<file path="config.mk">
export PLATFORM = sky130hd
export DESIGN_NAME = cfg_loader
export DESIGN_NICKNAME = d
export VERILOG_FILES = /design/src/rtl/cfgld_pkg.sv /design/src/rtl/cfgld_timer.sv /design/src/rtl/cfgld_shift.sv /design/src/rtl/cfg_loader.sv
export SDC_FILE = /design/constraint.sdc
export NUM_CORES = 1
export LEC_CHECK = 0
export ABC_AREA = 1
export BUFFER_PORTS_ARGS = -buffer_cell sky130_fd_sc_hd__buf_2
export CELL_PAD_IN_SITES_DETAIL_PLACEMENT = 0
export CELL_PAD_IN_SITES_GLOBAL_PLACEMENT = 2
export CORE_ASPECT_RATIO = 1.75
export CORE_MARGIN = 4
export CORE_UTILIZATION = 35
export DETAILED_ROUTE_END_ITERATION = 8
export HOLD_SLACK_MARGIN = 0.12
export PLACE_DENSITY = 0.85
export SYNTH_ARGS = -nofsm -noshare
export SYNTH_HDL_FRONTEND = slang
export SYNTH_HIERARCHICAL = 1
export SYNTH_SLANG_ARGS = --single-unit
</file>
<file path="constraint.sdc">
create_clock -name clk -period 3.26 [get_ports clk]
set_input_delay 0.163 -clock clk [delete_from_list [all_inputs] [get_ports clk]]
set_output_delay 0.163 -clock clk [all_outputs]
set_load 0.01 [all_outputs]
</file>
<file path="src/rtl/cfgld_pkg.sv">
// Shared types and result codes for the configuration loader.
package cfgld_pkg;

    typedef enum logic [3:0] {
        ST_IDLE,
        ST_RHOLD,
        ST_RCHK,
        ST_HKW,
        ST_GAP,
        ST_STRM,
        ST_DCHK,
        ST_PAD,
        ST_FIN
    } cfg_st_e;

    localparam logic [2:0] ERR_NONE  = 3'd0;
    localparam logic [2:0] ERR_CFG   = 3'd1;
    localparam logic [2:0] ERR_UNSUP = 3'd2;
    localparam logic [2:0] ERR_RST   = 3'd3;
    localparam logic [2:0] ERR_LOAD  = 3'd4;

    function automatic int ceil_div(input int a, input int b);
        return (a + b - 1) / b;
    endfunction

endpackage

</file>
<file path="src/rtl/cfgld_timer.sv">
// Down-counter used for every timed phase.
// Assumes: the caller loads N-1 for an N-cycle phase; zero is high once the count reaches 0.
module cfgld_timer #(
    parameter int W = 8
) (
    input  logic         clk,
    input  logic         rst_n,
    input  logic         load,
    input  logic [W-1:0] val,
    output logic         zero
);
    logic [W-1:0] cnt;

    // Load the count on demand, otherwise count down and stop at zero.
    always_ff @(posedge clk) begin
        if (!rst_n)          cnt <= '0;
        else if (load)       cnt <= val;
        else if (cnt != '0)  cnt <= cnt - 1'b1;
    end

    assign zero = (cnt == '0);
endmodule

</file>
<file path="src/rtl/cfgld_shift.sv">
// Byte serializer for SPI mode 0, MSB first.
// Assumes: load is asserted only while busy is low. Each half SCK period is HALF clocks.
// The first rising edge comes HALF clocks after load; busy drops after the eighth falling edge.
module cfgld_shift #(
    parameter int HALF = 2
) (
    input  logic       clk,
    input  logic       rst_n,
    input  logic       load,
    input  logic [7:0] din,
    output logic       sck,
    output logic       mosi,
    output logic       busy
);
    localparam int HCW = (HALF > 1) ? $clog2(HALF) : 1;

    logic [7:0]     sr;
    logic [HCW-1:0] hc;
    logic [2:0]     bc;

    // Half-period timing, clock toggling and shifting after each falling edge.
    always_ff @(posedge clk) begin
        if (!rst_n) begin
            sr   <= '0;
            hc   <= '0;
            bc   <= '0;
            sck  <= 1'b0;
            busy <= 1'b0;
        end else if (load) begin
            sr   <= din;
            hc   <= '0;
            bc   <= '0;
            sck  <= 1'b0;
            busy <= 1'b1;
        end else if (busy) begin
            if (hc == HCW'(HALF - 1)) begin
                hc <= '0;
                if (!sck) begin
                    sck <= 1'b1;
                end else begin
                    sck <= 1'b0;
                    if (bc == 3'd7) begin
                        busy <= 1'b0;
                    end else begin
                        bc <= bc + 3'd1;
                        sr <= {sr[6:0], 1'b0};
                    end
                end
            end else begin
                hc <= hc + 1'b1;
            end
        end
    end

    assign mosi = sr[7];
endmodule

</file>
<file path="src/rtl/cfg_loader.sv">
// Host-side sequencer that loads a target FPGA over slave SPI.
// Sequence: reset hold with chip select low, then reset release and done-low check,
// then housekeeping wait, then image stream, then done-high check, then zero-byte activation frame.
// Assumes: done_in is already synchronous to clk. Timing parameters are given in clk cycles.
module cfg_loader
    import cfgld_pkg::*;
#(
    parameter int CLK_HZ       = 100_000_000,
    parameter int SCK_HALF     = 5,
    parameter int CPHA         = 0,
    parameter int RST_HOLD_CYC = 100,
    parameter int HK_WAIT_CYC  = 120_000,
    parameter int ACT_CLOCKS   = 49
) (
    input  logic       clk,
    input  logic       rst_n,
    input  logic       start,
    input  logic       partial,
    input  logic       done_in,
    input  logic [7:0] in_data,
    input  logic       in_valid,
    input  logic       in_last,
    output logic       in_ready,
    output logic       creset_n,
    output logic       cs_n,
    output logic       sck,
    output logic       mosi,
    output logic       busy,
    output logic       lock,
    output logic       ok,
    output logic [2:0] err_code,
    output logic       operating
);
    localparam int  SCK_HZ    = CLK_HZ / (2 * SCK_HALF);
    localparam bit  CFG_BAD   = (CPHA != 0) || (SCK_HZ < 1_000_000) || (SCK_HZ > 25_000_000);
    localparam int  PAD_BYTES = ceil_div(ACT_CLOCKS, 8);
    localparam int  PCW       = $clog2(PAD_BYTES + 1);
    localparam int  MAX_A     = (RST_HOLD_CYC > HK_WAIT_CYC) ? RST_HOLD_CYC : HK_WAIT_CYC;
    localparam int  MAXC      = (MAX_A > SCK_HALF) ? MAX_A : SCK_HALF;
    localparam int  TW        = $clog2(MAXC + 1);

    cfg_st_e        st, nxt;
    logic           cfg_ok;
    logic           tm_ld, tm_zero;
    logic [TW-1:0]  tm_val;
    logic           sh_ld, sh_busy;
    logic [7:0]     sh_din;
    logic           last_q, rel_q, ok_q;
    logic [2:0]     err_q;
    logic [PCW-1:0] pad_cnt;
    logic           acc;

    // Parameter legality picks a constant gate on the start path.
    generate
        if (CFG_BAD) begin : g_cfg_bad
            assign cfg_ok = 1'b0;
        end else begin : g_cfg_good
            assign cfg_ok = 1'b1;
        end
    endgenerate

    cfgld_timer #(.W(TW)) tmr_i (
        .clk   (clk),
        .rst_n (rst_n),
        .load  (tm_ld),
        .val   (tm_val),
        .zero  (tm_zero)
    );

    cfgld_shift #(.HALF(SCK_HALF)) shf_i (
        .clk   (clk),
        .rst_n (rst_n),
        .load  (sh_ld),
        .din   (sh_din),
        .sck   (sck),
        .mosi  (mosi),
        .busy  (sh_busy)
    );

    assign in_ready = (st == ST_STRM) && !sh_busy && !last_q;
    assign acc      = in_valid && in_ready;

    // Next-state, timer loads and shifter loads.
    always_comb begin
        nxt    = st;
        tm_ld  = 1'b0;
        tm_val = '0;
        sh_ld  = 1'b0;
        sh_din = in_data;
        case (st)
            ST_IDLE: begin
                if (start && cfg_ok && !partial) begin
                    nxt    = ST_RHOLD;
                    tm_ld  = 1'b1;
                    tm_val = TW'(RST_HOLD_CYC - 1);
                end
            end
            ST_RHOLD: if (tm_zero) nxt = ST_RCHK;
            ST_RCHK: begin
                if (done_in) begin
                    nxt = ST_IDLE;
                end else begin
                    nxt    = ST_HKW;
                    tm_ld  = 1'b1;
                    tm_val = TW'(HK_WAIT_CYC - 1);
                end
            end
            ST_HKW: begin
                if (tm_zero) begin
                    nxt    = ST_GAP;
                    tm_ld  = 1'b1;
                    tm_val = TW'(SCK_HALF - 1);
                end
            end
            ST_GAP: if (tm_zero) nxt = ST_STRM;
            ST_STRM: begin
                sh_ld = acc;
                if (last_q && !sh_busy) begin
                    nxt    = ST_DCHK;
                    tm_ld  = 1'b1;
                    tm_val = TW'(SCK_HALF - 1);
                end
            end
            ST_DCHK: if (tm_zero) nxt = done_in ? ST_PAD : ST_IDLE;
            ST_PAD: begin
                sh_din = 8'h00;
                if (!sh_busy) begin
                    if (pad_cnt == PCW'(PAD_BYTES)) nxt = ST_FIN;
                    else                            sh_ld = 1'b1;
                end
            end
            ST_FIN:  nxt = ST_IDLE;
            default: nxt = ST_IDLE;
        endcase
    end

    // State register.
    always_ff @(posedge clk) begin
        if (!rst_n) st <= ST_IDLE;
        else        st <= nxt;
    end

    // Last-byte flag for the image stream and count of activation bytes.
    always_ff @(posedge clk) begin
        if (!rst_n) begin
            last_q  <= 1'b0;
            pad_cnt <= '0;
        end else begin
            if (st == ST_GAP)          last_q <= 1'b0;
            else if (acc && in_last)   last_q <= 1'b1;
            if (st == ST_DCHK)         pad_cnt <= '0;
            else if (st == ST_PAD && sh_ld) pad_cnt <= pad_cnt + 1'b1;
        end
    end

    // Reset-line release memory: the reset stays asserted from power-on until the first release.
    always_ff @(posedge clk) begin
        if (!rst_n)                        rel_q <= 1'b0;
        else if (st == ST_RHOLD && tm_zero) rel_q <= 1'b1;
    end

    // Sticky result of the most recent start request.
    always_ff @(posedge clk) begin
        if (!rst_n) begin
            ok_q  <= 1'b0;
            err_q <= ERR_NONE;
        end else begin
            if (st == ST_IDLE && start) begin
                ok_q  <= 1'b0;
                err_q <= !cfg_ok ? ERR_CFG : (partial ? ERR_UNSUP : ERR_NONE);
            end
            if (st == ST_RCHK && done_in)              err_q <= ERR_RST;
            if (st == ST_DCHK && tm_zero && !done_in)  err_q <= ERR_LOAD;
            if (st == ST_FIN)                          ok_q  <= 1'b1;
        end
    end

    assign creset_n  = (st == ST_RHOLD) ? 1'b0 : rel_q;
    assign cs_n      = !(st == ST_RHOLD || st == ST_RCHK || st == ST_HKW ||
                         st == ST_STRM  || st == ST_PAD);
    assign lock      = (st == ST_RHOLD) || (st == ST_RCHK) || (st == ST_HKW);
    assign busy      = (st != ST_IDLE);
    assign ok        = ok_q;
    assign err_code  = err_q;
    assign operating = done_in;
endmodule

</file>
==> results.yml <==
layout:
  layout-drive-gt1-share_pct: 14.7
  nets: 489
  syn_to_final_growth_pct: 12.2
  fin_util_pct: 40.4
  finalNonFillerCells: 558
  antennaDiodeCount: 0
  fillers: 882
route:
  routed_via_density: 4.80
  vias: 2680
  dr_wl_met2_um: 3930
  highest_layer: "met4"
  wl_met1_um: 2760
  avgRoutedWirePerCell_um: 12.5
  antenna_left: 0
  drcViolationCount: 0
  wirelength_um: 6980
  firstDrtPassIters: 4
  drt_iter0_drc: 140
  wl_met3_um: 174
synth:
  netlist_top_cells_area: "dfxtp_1 (32%), nand2_1 (17%), nor2_1 (7.3%)"
  synth.most_common_cell: "nand2_1"
  synth_flop_cell: "dfxtp_1"
  synth_seq_cells: 46
  avgSynthCellArea_um2: 6.48
  yosys_warnings: 6
  async_flop_share_pct: 0
  synth_top_cell_by_area: "dfxtp_1"
  synth_edf_count: 0
  yosysTopAreaCellShare_pct: 32.4
  netlist_top_cells_count: "nand2_1 (131), nor2_1 (55), inv_1 (51)"
  synth.distinct_cells: 35
  ys_seq_area_share_pct: 32.4
  syn_inst: 439
  netlist_area_um2: 2840
floorplan:
  fp-row-count: 43
  coreArea_um2: 7910
  die_area_um2: 9690
  initial_utilization_pct: 36.0
  io_pins: 27
  die_x_um: 76.1
  die_h_um: 127
cts:
  clockBufferDepth: 2
  cts_tree: "built"
  cts_setup_buffers: 0
  cts_sinks: 46
  ctsHoldBuffers: 0
  htree_levels: 2
  cts-root-buf: "clkbuf_16"
  cts_resized: 0
  numCtsBuffers: 5
  clk_pin_slew_ns: 0.06
  insertion_delay_ns: 0.29
min_path:
  hold_path.class: "primary input to flop"
global_route:
  antenna_found_initial: 0
  grt_max_degree: 24
  grt_util_all_layers_pct: 15.5
  grt_first_pass_wirelength_um: 12400
  grt_pass1_vias: 2724
  gr-total-overflow: 0
sta:
  drv_slew: 0
  final-hold-violation-count: 0
  max_freq_ghz: 0.405
  final-setup-viol-count: 0
  whs_ns: 0.135
  timing.setup.tns_ns: 0
  rsz0062_at_grt: "false"
  slew-limit-headroom_pct: 63.9
  worstMarginPinSlew_ns: 0.541
  period_share_pct: 75.7
  clock_skew_ns: 0.00188
  min_period_ns: 2.47
pwr:
  pwr_density_cell_nw_per_um2: 847
  internal_power_w: 0.00146
  pwr-share-clk_pct: 19.3
  leakage_nw: 1.56
  swShare_pct: 46.0
  power_w: 0.00270
  vdd_drop_max_uv: 280
  pwr-share-comb_pct: 51.6
  p_switching_w: 0.00124
  p_seq_share_pct: 29.2
placement:
  place_congestion: 0.762
  hpwl_um: 5430
  numPortBuffers: 26
  place_inst: 550
status:
  status: "finished clean"
worst_setup_path:
  critPathArrivalTime_ns: 2.69
  cp_max_fo: 14
  critPathKind: "flop to flop"
  crit_path_end_kind: "flop"
  required_ns: 3.48
  start_kind: "flop"
job:
  drv_cap: 0
routing by layer:
metal,GRT usage [%],vias up
met3,2.40,7
met2,30.8,28
li1,-,1436
met1,15.9,1209
met4,5.87,0
met5,0,-
layout by cell type (no fill, tap or decap), types with 3 or more instances in the layout:
cell       count
nor2_2         7
clkbuf_16      5
dfxtp_1       46
nor3_1         3
o21ai_0       12
nand3_1       41
buf_2         26
nand2_2        5
nor2_1        55
ha_1           7
a21oi_1       30
o21ai_1        4
nor2_4         5
inv_1         51
o21ai_2        3
nand2_1      131
xor2_1         3
inv_2          5
conb_1         4
nand4_1        3
power by group through the flow:
stage | Clock [W] | Combinational [W] | Sequential, W
2_1_floorplan | 0 | 0.00116 | 0.000766
3_3_place_gp | 0 | 0.00140 | 0.000802
3_5_place_dp | 0 | 0.00141 | 0.000803
4_1_cts | 0.000546 | 0.00142 | 0.000790
5_1_grt | 0.000564 | 0.00162 | 0.000804
6_report | 0.000521 | 0.00139 | 0.000788
critical path, cell delays in order, from the launching register on:
cell and delay [ns]:
dfxtp_1 0.32, inv_1 0.08, ha_1 0.23, nand2_4 0.10, nor2_8 0.19, nand4_4 0.11, nor2_2 0.18, inv_1 0.08
o22ai_1 0.18, inv_1 0.07, nand3_1 0.08, inv_1 0.24, nand4_4 0.30, nand2_1 0.08, a21oi_1 0.13
final cells by class:
cell class | count | area [um^2] | share of cell area (%)
well taps | 90 | 113 | 3.53
clock inverters | 1 | 5.00 | 0.157
multi-input cells | 331 | 1660 | 52.1
inverters | 56 | 210 | 6.59
flip-flops and latches | 46 | 921 | 28.9
clock buffers | 7 | 143 | 4.47
repair buffers | 27 | 138 | 4.31
flip-flops by register name (all words and copies together) (netlist names):
register	flops
pad_cnt	3
shf_i/sr	8
shf_i/bc	3
last_q	1
st	4
rel_q	1
err_code	3
ok	1
tmr_i/cnt	17
shf_i/busy	1
shf_i/hc	3
shf_i/sck	1
cell families (layout without fill, tap and decap cells):
kind of cell             after synthesis  after routing  share of synthesized area (%)
flip-flops                            46             46                           32.4
adder cells (fa/ha/maj)                7              7                           3.08
AND/OR/NAND/NOR                      263            263                           43.5
XOR/XNOR                               3              3                          0.924
buffers and inverters                 65             91                           9.55
multiplexers                           2              2                          0.704
AO/OA/AOI/OAI                         52             52                           9.72
other                                  1              4                          0.132
path summary, 6_finish.rpt:
check | startpoint | end | slack (ns) | depth (start not counted)
hold reg to reg | rel_q | rel_q | 0.46 | 2
setup / recovery | tmr_i/cnt[0] | tmr_i/cnt[1] | 0.79 | 14
setup reg to reg | tmr_i/cnt[0] | tmr_i/cnt[1] | 0.79 | 14
hold / removal | in_last | last_q | 0.13 | 3
metrics by stage:
step,worst slack (ns),instance area (um^2)
after detailed placement,0.790,3040
after floorplan,1.13,2860
final,0.792,3190
after CTS,0.761,3190
after global routing,0.548,3190
after global placement,0.862,3040
Note: power is estimated with default switching activity, not from simulation.
